**src/rtl/spi_xcvr_pkg.sv**
```systemverilog
package spi_xcvr_pkg;
  // Default geometry of one transfer
  localparam int unsigned DEF_HALF_CLKS = 16; // system clocks per serial-clock half period
  localparam int unsigned DEF_FRAME_BITS = 8; // bits exchanged per transfer
  localparam int unsigned DEF_HOST_W = 16;    // host word width

  // Activity of one system cycle as seen by the datapath
  typedef struct packed {
    logic start;  // write strobe accepted
    logic tick;   // serial-clock edge cycle
    logic busy;   // transfer in progress
  } xfer_ctl_t;
endpackage

```
**src/rtl/spi_rst_sync.sv**
```systemverilog
module spi_rst_sync (
  input  logic clk,
  input  logic rst_n,
  output logic rst_n_sync
);
  logic [1:0] sync_q;

  always_ff @(posedge clk or negedge rst_n) begin
    if (!rst_n) sync_q <= 2'b00;
    else        sync_q <= {sync_q[0], 1'b1};
  end

  assign rst_n_sync = sync_q[1];
endmodule

```
**src/rtl/spi_bit_timer.sv**
```systemverilog
module spi_bit_timer #(
  parameter int unsigned HALF_CLKS = spi_xcvr_pkg::DEF_HALF_CLKS,
  parameter int unsigned FRAME_BITS = spi_xcvr_pkg::DEF_FRAME_BITS
) (
  input  logic clk,
  input  logic rst_n,
  input  logic start,
  output spi_xcvr_pkg::xfer_ctl_t ctl
);
  localparam int unsigned TOTAL = 2 * HALF_CLKS * FRAME_BITS;
  localparam int unsigned CW = $clog2(TOTAL + 1);
  localparam int unsigned PW = $clog2(HALF_CLKS + 1);

  logic [CW-1:0] cnt_q, cnt_d;
  logic [PW-1:0] phase_q, phase_d;
  logic busy, at_end, at_half;

  assign busy    = (cnt_q != '0);
  assign at_end  = (cnt_q == CW'(TOTAL));
  assign at_half = (phase_q == PW'(HALF_CLKS));

  always_comb begin
    cnt_d   = cnt_q;
    phase_d = phase_q;
    if (start) begin
      cnt_d   = CW'(1);
      phase_d = PW'(1);
    end else if (at_end) begin
      cnt_d   = '0;
      phase_d = '0;
    end else if (busy) begin
      cnt_d   = cnt_q + 1'b1;
      phase_d = at_half ? PW'(1) : phase_q + 1'b1;
    end
  end

  always_ff @(posedge clk or negedge rst_n) begin
    if (!rst_n) begin
      cnt_q   <= '0;
      phase_q <= '0;
    end else begin
      cnt_q   <= cnt_d;
      phase_q <= phase_d;
    end
  end

  assign ctl.start = start;
  assign ctl.tick  = busy && at_half;
  assign ctl.busy  = busy;
endmodule

```
**src/rtl/spi_sclk_gen.sv**
```systemverilog
module spi_sclk_gen (
  input  logic clk,
  input  logic rst_n,
  input  spi_xcvr_pkg::xfer_ctl_t ctl,
  output logic sclk
);
  logic sclk_q, sclk_d;

  always_comb begin
    sclk_d = sclk_q;
    if (ctl.start)     sclk_d = 1'b1;
    else if (ctl.tick) sclk_d = ~sclk_q;
  end

  always_ff @(posedge clk or negedge rst_n) begin
    if (!rst_n) sclk_q <= 1'b1;
    else        sclk_q <= sclk_d;
  end

  assign sclk = sclk_q;
endmodule

```
**src/rtl/spi_shifter.sv**
```systemverilog
module spi_shifter #(
  parameter int unsigned FRAME_BITS = spi_xcvr_pkg::DEF_FRAME_BITS
) (
  input  logic clk,
  input  logic rst_n,
  input  spi_xcvr_pkg::xfer_ctl_t ctl,
  input  logic sclk_level,
  input  logic [FRAME_BITS-1:0] load_byte,
  input  logic sdi,
  output logic [FRAME_BITS-1:0] shreg
);
  logic [FRAME_BITS-1:0] sh_q, sh_d;
  logic hold_q, hold_d;
  logic cap_en, shift_en;

  // Mid-bit tick (clock high, about to fall) captures; end-of-bit tick shifts
  assign cap_en   = ctl.tick &&  sclk_level;
  assign shift_en = ctl.tick && !sclk_level;

  always_comb begin
    hold_d = hold_q;
    if (cap_en) hold_d = sdi;
  end

  always_comb begin
    sh_d = sh_q;
    if (ctl.start)     sh_d = load_byte;
    else if (shift_en) sh_d = {sh_q[FRAME_BITS-2:0], hold_q};
  end

  always_ff @(posedge clk or negedge rst_n) begin
    if (!rst_n) begin
      sh_q   <= '0;
      hold_q <= 1'b0;
    end else begin
      sh_q   <= sh_d;
      hold_q <= hold_d;
    end
  end

  assign shreg = sh_q;
endmodule

```
**src/rtl/spi_slow_xcvr.sv**
```systemverilog
module spi_slow_xcvr #(
  parameter int unsigned HALF_CLKS = spi_xcvr_pkg::DEF_HALF_CLKS,
  parameter int unsigned FRAME_BITS = spi_xcvr_pkg::DEF_FRAME_BITS,
  parameter int unsigned HOST_W = spi_xcvr_pkg::DEF_HOST_W
) (
  input  logic clk,
  input  logic rst_n,
  input  logic host_wr,
  input  logic [HOST_W-1:0] host_wdata,
  output logic [HOST_W-1:0] host_rdata,
  output logic ser_out,
  input  logic ser_in,
  output logic ser_clk
);
  localparam int unsigned PAD_W = HOST_W - 1 - FRAME_BITS;

  logic rst_n_sync;
  spi_xcvr_pkg::xfer_ctl_t ctl;
  logic [FRAME_BITS-1:0] shreg;
  logic unused_wdata_hi;

  assign unused_wdata_hi = ^host_wdata[HOST_W-1:FRAME_BITS];

  spi_rst_sync u_rst (
    .clk        (clk),
    .rst_n      (rst_n),
    .rst_n_sync (rst_n_sync)
  );

  spi_bit_timer #(.HALF_CLKS(HALF_CLKS), .FRAME_BITS(FRAME_BITS)) u_timer (
    .clk   (clk),
    .rst_n (rst_n_sync),
    .start (host_wr),
    .ctl   (ctl)
  );

  spi_sclk_gen u_sclk (
    .clk   (clk),
    .rst_n (rst_n_sync),
    .ctl   (ctl),
    .sclk  (ser_clk)
  );

  spi_shifter #(.FRAME_BITS(FRAME_BITS)) u_shift (
    .clk        (clk),
    .rst_n      (rst_n_sync),
    .ctl        (ctl),
    .sclk_level (ser_clk),
    .load_byte  (host_wdata[FRAME_BITS-1:0]),
    .sdi        (ser_in),
    .shreg      (shreg)
  );

  assign ser_out    = shreg[FRAME_BITS-1];
  assign host_rdata = {ctl.busy, {PAD_W{1'b0}}, shreg};
endmodule

```
**config.mk**
```make
export PLATFORM = sky130hd
export DESIGN_NAME = spi_slow_xcvr
export DESIGN_NICKNAME = d
export VERILOG_FILES = /design/src/rtl/spi_xcvr_pkg.sv /design/src/rtl/spi_rst_sync.sv /design/src/rtl/spi_bit_timer.sv /design/src/rtl/spi_sclk_gen.sv /design/src/rtl/spi_shifter.sv /design/src/rtl/spi_slow_xcvr.sv
export SDC_FILE = /design/constraint.sdc
export NUM_CORES = 1
export LEC_CHECK = 0
export BUFFER_PORTS_ARGS = -buffer_cell sky130_fd_sc_hd__buf_2
export CORE_AREA = 2 2 64 66
export DETAILED_ROUTE_END_ITERATION = 8
export DIE_AREA = 0 0 66 68
export PLACE_DENSITY = 0.6
export SYNTH_ARGS = -nofsm -noshare
export SYNTH_HDL_FRONTEND = slang
export SYNTH_HIERARCHICAL = 1
export SYNTH_SLANG_ARGS = --single-unit
```
**constraint.sdc**
```tcl
create_clock -name clk -period 1.75 [get_ports clk]
set_clock_uncertainty 0.2 [all_clocks]
set_input_delay 0.0875 -clock clk [delete_from_list [all_inputs] [get_ports clk]]
set_output_delay 0.0875 -clock clk [all_outputs]
set_load 0.01 [all_outputs]
```
==> results of run 1 <==
[power by group]
part           internal [mW]  switching [mW]
Sequential             0.683          0.0604
Combinational          0.530           0.425
Clock                  0.163           0.180
Total                   1.38           0.665
[cell usage in the layout (no fill, tap or decap), types with 2 or more instances in the layout]
| cell type | count |
|---|---|
| nor4bb_4 | 2 |
| xor2_1 | 5 |
| nor3_1 | 2 |
| and4bb_1 | 5 |
| nand3_1 | 8 |
| buf_6 | 5 |
| buf_4 | 29 |
| buf_2 | 22 |
| nand2_2 | 2 |
| nor2b_1 | 4 |
| a21oi_1 | 5 |
| dfrtp_1 | 25 |
| inv_1 | 5 |
| clkbuf_8 | 3 |
| and2b_2 | 3 |
| xnor2_1 | 2 |
| or3_1 | 2 |
| conb_1 | 8 |
| nor2_1 | 4 |
| ha_2 | 2 |
| a221o_1 | 8 |
| dlygate4sd3_1 | 11 |
| nand2_1 | 7 |
[sequential cells by signal (all words and copies together), names as in the netlist]
signal,count
u_shift/hold_q,1
u_timer/phase_q,5
u_shift/shreg,8
u_sclk/sclk,1
u_rst/sync_q,2
u_timer/cnt_q,9
[stage by stage]
step                cells  area, µm²  setup WS [ns]
floorplan             145       1540         -0.138
global placement      226       1770         -0.219
detailed placement    226       1770         -0.349
CTS                   247       2010         -0.248
global route          251       2110         -0.309
finish                251       2110         -0.239
[worst paths after layout]
path / start / end / cells after the start
worst max-delay path: u_timer/cnt_q[0]$_DFFE_PN0P_ / u_shift/shreg[0]$_DFFE_PN0P_ / 9
min in group clk: u_rst/sync_q[0]$_DFF_PN0_ / u_rst/sync_q[1]$_DFF_PN0_ / 0
worst min register to register: u_rst/sync_q[1]$_DFF_PN0_ / u_timer/cnt_q[3]$_DFFE_PN0P_ / 1
max in group asynchronous: rst_n / u_rst/sync_q[0]$_DFF_PN0_ / 3
worst max register to register: u_timer/cnt_q[0]$_DFFE_PN0P_ / u_shift/shreg[0]$_DFFE_PN0P_ / 9
worst min-delay path: u_rst/sync_q[1]$_DFF_PN0_ / u_timer/cnt_q[3]$_DFFE_PN0P_ / 1
[critical path: cells and delay by family (launching register included)]
family,cells,cell delay [ns]
compound gates,1,0.26
fa+ha+maj,1,0.15
simple gates,5,0.69
buf+inv,2,0.18
flops,1,0.39
[routing by layer]
layer  global-route usage, %  vias up  wire length [µm]
li1                        -      602                 -
met1                    18.5      607              1460
met2                    28.4       18              1720
met3                    2.30        2                73
met4                    6.89        0                24
met5                       0        -                 0
[cell usage after synthesis, types with 2 or more instances]
library cell | count | area share (%)
a211oi_1 | 2 | 1.0
a21oi_1 | 6 | 2.0
a221o_1 | 8 | 5.4
and2b_2 | 3 | 1.8
and4bb_1 | 5 | 4.2
buf_4 | 10 | 5.1
buf_6 | 2 | 1.5
conb_1 | 2 | 0.51
dfrtp_1 | 25 | 42
ha_1 | 4 | 3.4
inv_1 | 6 | 1.5
nand2_1 | 9 | 2.3
nand2b_1 | 2 | 0.85
nand3_1 | 9 | 3.0
nor2_1 | 5 | 1.3
nor2b_1 | 5 | 2.1
nor3_1 | 3 | 1.0
nor4bb_1 | 4 | 2.7
or3_1 | 2 | 0.85
xnor2_1 | 3 | 1.8
xor2_1 | 5 | 3.0
[area by class of cell]
class	count	area [µm²]
clock buffers	4	45.0
fillers	344	1750
inverters	6	22.5
multi-input cells	98	830
flip-flops and latches	26	652
well taps	50	62.6
repair buffers	67	494
[timing repair]
action                     4_1_cts  5_1_grt
setup endpoints to repair       16       20
hold endpoints to repair        11        0
hold buffers                    11        0
resized for setup               10       13
setup buffers                    7        6
pin swaps                        8        3
[logic make-up (layout without fill, tap and decap cells)]
family,Yosys count,after routing
other cells,2,8
flops,26,26
buf+inv,21,77
xor+xnor,8,8
compound gates,23,23
mux,1,1
simple gates,54,54
fa+ha+maj,4,4
==> results.sh, run 1 <==
export IMPL_utilization_pct=54.6
export IMPL_synth_mux_area_fraction_pct=0.761
export IMPL_die_w_um=66
export IMPL_place_congestion=0.767
export IMPL_syn_inst=139
export IMPL_track_usage_pct=15.7
export IMPL_timing_final_hold_violations=0
export IMPL_synthXorXnorAreaFrac_pct=4.74
export IMPL_routedWlPerCell_um=13.1
export IMPL_critPathRequiredTime_ns=1.70
export IMPL_dpl_hpwl_mm=2.23
export IMPL_clk_path_buf_depth=2
export IMPL_num_vias=1229
export IMPL_io_pins=38
export IMPL_violations="negative setup slack"
export IMPL_cts_root_buf="clkbuf_8"
export IMPL_tritoncts="built"
export IMPL_power_leakage_nw=0.982
export IMPL_synthArstFlopShare_pct=100
export IMPL_setup_tns_ns=-2.22
export IMPL_status="finished with violations"
export IMPL_vdd_drop_max_uv=402
export IMPL_rows=23
export IMPL_hp_class="reg2async"
export IMPL_viasPerCell=4.90
export IMPL_overflow=0
export IMPL_period_needed_ns=1.99
export IMPL_drt_iter0_drc=21
export IMPL_grt_max_degree=26
export IMPL_core_area_um2=3860
export IMPL_port_buffers=22
export IMPL_die_h_um=68
export IMPL_grt_pass1_vias=1255
export IMPL_crit_arrival_ns=1.94
export IMPL_holdWs_ns=0.0252
export IMPL_area_growth_pct=42.4
export IMPL_clock_latency_ns=0.26
export IMPL_cap_violations=0
export IMPL_layout_nets=226
export IMPL_synth_cell_types=40
export IMPL_synth_top_family_by_area="simple AND/OR/NAND/NOR gates"
export IMPL_path_max_fanout=4
export IMPL_setup_ws_ns=-0.239
export IMPL_crit_slowest_cell="dfrtp_1"
export IMPL_crit_type="reg2reg"
export IMPL_grt_pass1_wl_mm=5.42
export IMPL_firstDrtPassIters=4
export IMPL_cp_slowest_stage_delay_ns=0.39
export IMPL_start_util_pct=38.4
export IMPL_timing_fmax_mhz=503
export IMPL_synth_compound_area_share_pct=11.8
export IMPL_htreeDepth=1
export IMPL_rrSetupSlack_ns=-0.24
export IMPL_clkSlewWorstSetupHoldPaths_ns=0.09
export IMPL_cp_start_kind="flop"
export IMPL_yosys_area_share_adder_pct=3.38
export IMPL_drive_above_1_share_pct=43.3
export IMPL_power_total_mw=2.04
export IMPL_synth_simple_area_share_pct=25.0
export IMPL_synth_edf_count=0
export IMPL_die_area_um2=4490
export IMPL_yosysWarnings=6
export IMPL_cp_cell_sequence="inv_1 > ha_2 > nor3b_4 > nand2_2 > nor2_4 > nor2b_4 > buf_6 > and4bb_1 > a221o_1"
export IMPL_ys_ff_latch=26
export IMPL_slew_violations=0
export IMPL_syn_area_per_cell_um2=10.6
export IMPL_finalCritPeriodShare_pct=114
export IMPL_ant_nets=0
export IMPL_setup_violations=12
export IMPL_ys_seq_area_share_pct=44.1
export IMPL_synth_main_ff_cell="dfrtp_1"
export IMPL_wl_mm=3.28
export IMPL_drc=0
export IMPL_rsz0062_at_grt="true"
export IMPL_antenna_found_initial=0
export IMPL_endpoint_kind="flop"
export IMPL_synth_area_um2=1480
export IMPL_antenna_cells=0
export IMPL_cts_buffers=3
export IMPL_powerDensity_nw_per_um2=969
export IMPL_clock_sinks=26
Note: power is estimated with default switching activity, not from simulation.
==> run 2: changes to the inputs <==
--- a/config.mk
+++ b/config.mk
@@ -6,11 +6,12 @@
 export NUM_CORES = 1
 export LEC_CHECK = 0
 export BUFFER_PORTS_ARGS = -buffer_cell sky130_fd_sc_hd__buf_2
-export CORE_AREA = 2 2 64 66
+export CELL_PAD_IN_SITES_DETAIL_PLACEMENT = 0
+export CELL_PAD_IN_SITES_GLOBAL_PLACEMENT = 1
+export CORE_AREA = 2 2 63 65
 export DETAILED_ROUTE_END_ITERATION = 8
-export DIE_AREA = 0 0 66 68
-export PLACE_DENSITY = 0.6
+export DIE_AREA = 0 0 65 67
+export PLACE_DENSITY = 0.82
 export SYNTH_ARGS = -nofsm -noshare
 export SYNTH_HDL_FRONTEND = slang
-export SYNTH_HIERARCHICAL = 1
 export SYNTH_SLANG_ARGS = --single-unit
==> results.sh, run 2 <==
export IMPL_io_pins=38
export IMPL_area_growth_pct=50.5
export IMPL_powerDensity_nw_per_um2=1020
export IMPL_ys_ff_latch=26
export IMPL_setup_violations=25
export IMPL_n_fill_cell=282
export IMPL_syn_area_per_cell_um2=11.1
export IMPL_antenna_cells=0
export IMPL_crit_buf_inv=2
export IMPL_vdd_drop_max_uv=539
export IMPL_ys_seq_area_share_pct=45.6
export IMPL_tritoncts="built"
export IMPL_overflow=0
export IMPL_grt_max_degree=25
export IMPL_start_util_pct=39.6
export IMPL_drive_above_1_share_pct=52.4
export IMPL_die_area_um2=4360
export IMPL_path_max_fanout=8
export IMPL_cts_buffers=3
export IMPL_synth_cell_types=35
export IMPL_syn_inst=129
export IMPL_synthArstFlopShare_pct=100
export IMPL_regArea_um2=652
export IMPL_top_register="u_timer.cnt_q"
export IMPL_clk_path_buf_depth=2
export IMPL_power_leakage_nw=0.971
export IMPL_yosysTopAreaCell="dfrtp_1"
export IMPL_finalCritPeriodShare_pct=117
export IMPL_grt_pass1_vias=1210
export IMPL_die_w_um=65
export IMPL_cp_start_kind="flop"
export IMPL_cts_root_buf="clkbuf_8"
export IMPL_routedWlPerCell_um=13.7
export IMPL_num_vias=1161
export IMPL_violations="negative setup slack"
export IMPL_rsz0062_at_grt="true"
export IMPL_cap_violations=0
export IMPL_place_congestion=0.802
export IMPL_firstDrtPassIters=4
export IMPL_dp_slack_ns=-0.416
export IMPL_core_area_um2=3610
export IMPL_critPathTopFamily="multiplexers"
export IMPL_wl_mm=3.26
export IMPL_largest_register_ff_count=9
export IMPL_setup_ws_ns=-0.292
export IMPL_period_needed_ns=2.04
export IMPL_hp_class="reg2async"
export IMPL_antenna_found_initial=0
export IMPL_crit_arrival_ns=2.01
export IMPL_grt_pass1_wl_mm=5.53
export IMPL_drc=0
export IMPL_ant_nets=0
export IMPL_track_usage_pct=16.6
export IMPL_critPathRequiredTime_ns=1.71
export IMPL_yosysWarnings=0
export IMPL_clock_latency_ns=0.27
export IMPL_utilization_pct=59.6
export IMPL_yosys_top_cells_count="25 x dfrtp_1, 9 x buf_4, 9 x mux2_2"
export IMPL_dpl_hpwl_mm=2.16
export IMPL_htreeDepth=1
export IMPL_port_buffers=22
export IMPL_final_cell_mix="27 x buf_4, 25 x dfrtp_1, 21 x buf_2"
export IMPL_yosysMostFrequentCell="dfrtp_1"
export IMPL_clkSlewWorstSetupHoldPaths_ns=0.09
export IMPL_timing_fmax_mhz=490
export IMPL_synth_main_ff_cell="dfrtp_1"
export IMPL_synth_area_leaders="dfrtp_1 44%, mux2_2 7.1%, mux2_1 6.3%, buf_4 4.7%, ha_1 3.5%"
export IMPL_endpoint_kind="flop"
export IMPL_layout_nets=216
export IMPL_die_h_um=67
export IMPL_rows=22
export IMPL_synth_top_area_share_pct=43.8
export IMPL_clock_sinks=26
export IMPL_timing_final_hold_violations=0
export IMPL_cp_cell_sequence="inv_2 > ha_4 > nor4b_4 > a211oi_4 > buf_12 > mux2_1 > mux2_2"
export IMPL_cp_slowest_stage_delay_ns=0.38
export IMPL_crit_type="reg2reg"
export IMPL_crit_slowest_cell="dfrtp_1"
export IMPL_viasPerCell=4.86
export IMPL_final_common_cell="buf_4"
export IMPL_drt_iter0_drc=26
export IMPL_multi_input_area_um2=847
export IMPL_final_cell_area_um2=2150
export IMPL_synth_edf_count=0
export IMPL_synth_area_um2=1430
export IMPL_status="finished with violations"
export IMPL_placed_area_um2=1780
export IMPL_slew_violations=0
-- run 2: cell count changes after synthesis, sizes merged, moves of 5 or more --
cell / delta
nor2b: -5
a221o: -8
and4bb: -5
mux2: +16
nor3: +6
-- run 2: per-stage QoR --
step	setup TNS, ns	std cells	hold slack, ns	power (mW)
3_5_place_dp	-4.35	218	-0.324	1.47
4_1_cts	-3.74	237	0.0415	2.11
3_3_place_gp	-3.63	218	-0.327	1.44
5_1_grt	-7.04	239	0.0848	2.33
6_report	-5.06	239	0.0278	2.19
2_1_floorplan	-2.75	135	-0.408	1.19
-- run 2: worst paths after layout --
path | startpoint | depth (start not counted) | slack [ns] | endpoint
hold reg to reg | u_rst.sync_q[1]$_DFF_PN0_ | 1 | 0.03 | u_shift.shreg[1]$_DFFE_PN0P_
hold / removal | u_rst.sync_q[1]$_DFF_PN0_ | 1 | 0.03 | u_shift.shreg[1]$_DFFE_PN0P_
setup reg to reg | u_timer.cnt_q[0]$_DFFE_PN0P_ | 7 | -0.29 | u_shift.shreg[6]$_DFFE_PN0P_
setup / recovery | u_timer.cnt_q[0]$_DFFE_PN0P_ | 7 | -0.29 | u_shift.shreg[6]$_DFFE_PN0P_
max in group asynchronous | rst_n | 3 | 0.77 | u_rst.sync_q[1]$_DFF_PN0_
min in group clk | host_wr | 2 | 0.09 | u_sclk.sclk$_DFFE_PN1P_
-- run 2: metal layers --
| metal | global-route usage, % | share of wire [%] |
|---|---|---|
| met1 | 19.3 | 41 |
| met5 | 0 | 0 |
| met4 | 5.05 | 0.98 |
| met2 | 31.6 | 54 |
| met3 | 2.03 | 3.9 |
-- run 2: what timing repair did --
action,in CTS,in global routing
hold buffers,11,0
gates resized for setup,22,14
endpoints found under the setup margin,25,25
pin swaps,16,3
setup buffers,5,3
endpoints found under the hold margin,11,0
-- run 2: area by class of cell --
class                   count  share of cell area (%)
well taps                  48                    2.79
flip-flops and latches     26                    30.3
inverters                   4                   0.698
clock inverters             1                    1.40
clock buffers               3                    1.92
multi-input cells          91                    39.4
repair buffers             66                    23.5
-- run 2: cell families after synthesis --
group                    count (synthesis)  share of synthesized area, %
buffers and inverters                   18                          7.27
AO/OA/AOI/OAI                           14                          6.92
XOR/XNOR                                 8                          4.90
multiplexers                            17                          13.4
other                                    2                         0.526
flip-flops                              26                          45.6
adder cells (fa/ha/maj)                  4                          3.50
AND/OR/NAND/NOR                         40                          17.9
-- run 2: power breakdown --
group	leakage [nW]	switching [mW]	total, mW	internal, mW
sequential	0.325	0.0579	0.737	0.679
combinational	0.611	0.443	0.959	0.517
clock	0.0357	0.190	0.496	0.306
total	0.971	0.690	2.19	1.50
==> run 3: changes to the inputs <==
==> constraint.sdc (replaced) <==
create_clock -name clk -period 1.75 [get_ports clk]
set_clock_uncertainty 0.2 [all_clocks]
set_input_delay 0.0875 -clock clk [delete_from_list [all_inputs] [get_ports clk]]
set_output_delay 0.0875 -clock clk [all_outputs]
set_load 0.05 [all_outputs]
==> results.sh, run 3 (synthesis results as in run 2) <==
export IMPL_ant_nets=0
export IMPL_num_vias=1150
export IMPL_endpoint_kind="flop"
export IMPL_rsz0062_at_grt="true"
export IMPL_relSlewSlack_pct=53.6
export IMPL_setup_violations=25
export IMPL_layout_nets=215
export IMPL_largest_register_ff_count=9
export IMPL_slew_violations=0
export IMPL_violations="negative setup slack"
export IMPL_r2r_cells=7
export IMPL_vdd_drop_max_uv=596
export IMPL_dp_cells=216
export IMPL_rows=22
export IMPL_status="finished with violations"
export IMPL_routedWlPerCell_um=13.9
export IMPL_clock_latency_ns=0.28
export IMPL_track_usage_pct=16.8
export IMPL_area_growth_pct=53.4
export IMPL_die_h_um=67
export IMPL_rr_startpoint="u_timer.phase_q[0]$_DFFE_PN0P_"
export IMPL_hp_class="reg2async"
export IMPL_core_area_um2=3610
export IMPL_grt_max_degree=25
export IMPL_worstMarginPinSlew_ns=0.696
export IMPL_instances_no_fill=238
export IMPL_crit_type="reg2reg"
export IMPL_io_pins=38
export IMPL_antenna_found_initial=0
export IMPL_cpMostUsedCell="mux2_4"
export IMPL_die_area_um2=4360
export IMPL_timing_final_hold_violations=0
export IMPL_clkSlewWorstSetupHoldPaths_ns=0.09
export IMPL_firstDrtPassIters=3
export IMPL_wl_mm=3.30
export IMPL_viasPerCell=4.83
export IMPL_crit_arrival_ns=2.02
export IMPL_n_fill_cell=293
export IMPL_start_util_pct=39.6
export IMPL_final_cell_mix="25 x buf_4, 25 x dfrtp_1, 21 x buf_2"
export IMPL_placed_area_um2=1770
export IMPL_cp_cell_sequence="inv_2 > ha_2 > nand4bb_4 > a211oi_4 > buf_12 > mux2_4 > mux2_4"
export IMPL_holdWs_ns=0.0327
export IMPL_cap_violations=0
export IMPL_r2r_end="u_shift.shreg[6]$_DFFE_PN0P_"
export IMPL_antenna_cells=0
export IMPL_power_leakage_nw=0.968
export IMPL_dpl_hpwl_mm=2.18
export IMPL_finalCritPeriodShare_pct=117
export IMPL_overflow=0
export IMPL_clock_sinks=26
export IMPL_regArea_um2=652
export IMPL_cp_start_kind="flop"
export IMPL_path_max_fanout=8
export IMPL_clk_path_buf_depth=2
export IMPL_rrSetupSlack_ns=-0.30
export IMPL_powerDensity_nw_per_um2=1010
export IMPL_crit_slowest_cell="dfrtp_1"
export IMPL_critPathRequiredTime_ns=1.72
export IMPL_cts_buffers=3
export IMPL_htreeDepth=1
export IMPL_period_needed_ns=2.05
export IMPL_cts_root_buf="clkbuf_8"
export IMPL_grt_pass1_vias=1198
export IMPL_timing_fmax_mhz=487
export IMPL_port_buffers=22
export IMPL_drc=0
export IMPL_drive_above_1_share_pct=55.8
export IMPL_drt_iter0_drc=15
export IMPL_tritoncts="built"
export IMPL_multi_input_area_um2=905
export IMPL_place_congestion=0.803
export IMPL_die_w_um=65
export IMPL_setup_ws_ns=-0.302
export IMPL_cp_slowest_stage_delay_ns=0.39
export IMPL_final_cell_area_um2=2190
export IMPL_grt_pass1_wl_mm=5.58
export IMPL_top_register="u_timer.cnt_q"
## run 3: what timing repair did
action / 4_1_cts / 5_1_grt
endpoints found under the setup margin: 25 / 25
hold buffers: 11 / 0
resized for setup: 40 / 11
pin swaps: 18 / 6
gates cloned: 0 / 0
endpoints found under the hold margin: 11 / 0
buffers inserted: 7 / 2
## run 3: layout make-up
class                      count  share of cell area (%)
inverter                       4                   0.685
sequential                    26                    29.7
timing repair buffer          65                    23.1
tap                           48                    2.74
multi-input combinational     91                    41.3
clock buffer                   4                    2.51
## run 3: critical path, delay by kind of cell (launching register included)
kind	cells	cell delay, ns
buf+inv	2	0.23
simple gates	1	0.14
flops	1	0.39
fa+ha+maj	1	0.18
mux	2	0.56
compound gates	1	0.23
## run 3: worst max path at each step
| stage | startpoint | end | slack (ns) | cells past startpoint |
|---|---|---|---|---|
| 3_5_place_dp | u_timer.cnt_q[0]$_DFFE_PN0P_ | u_shift.shreg[7]$_DFFE_PN0P_ | -0.42 | 6 |
| 5_1_grt | u_timer.phase_q[1]$_DFFE_PN0P_ | u_shift.shreg[5]$_DFFE_PN0P_ | -0.38 | 7 |
| 3_3_place_gp | u_timer.phase_q[0]$_DFFE_PN0P_ | u_shift.shreg[0]$_DFFE_PN0P_ | -0.37 | 6 |
| 2_1_floorplan | u_timer.phase_q[0]$_DFFE_PN0P_ | u_shift.shreg[3]$_DFFE_PN0P_ | -0.31 | 6 |
| 6_report | u_timer.phase_q[0]$_DFFE_PN0P_ | u_shift.shreg[6]$_DFFE_PN0P_ | -0.30 | 7 |
| 4_1_cts | u_timer.phase_q[1]$_DFFE_PN0P_ | u_shift.shreg[0]$_DFFE_PN0P_ | -0.30 | 7 |
## run 3: metrics by stage
step | setup WS [ns] | TNS [ns] | util [%] | power [mW]
global placement | -0.367 | -3.55 | 49.0 | 1.54
floorplan | -0.312 | -2.75 | - | 1.32
global route | -0.376 | -7.03 | 60.8 | 2.35
detailed placement | -0.424 | -4.73 | 49.0 | 1.57
CTS | -0.296 | -4.44 | 59.8 | 2.19
finish | -0.302 | -5.07 | 60.8 | 2.22
## run 3: where the power goes
part	total [mW]	leakage, nW	switching, mW	internal [mW]
registers	0.736	0.325	0.0574	0.679
logic	1.09	0.615	0.563	0.525
clock network	0.398	0.0288	0.196	0.202
## run 3: routing by layer
metal  vias to the layer above  track usage, %  wire [µm]
met5                         -               0          0
met4                         0            5.59         43
met3                         4            2.20        122
met2                        27            32.1       1700
met1                       556            19.2       1440
li1                        563               -          -
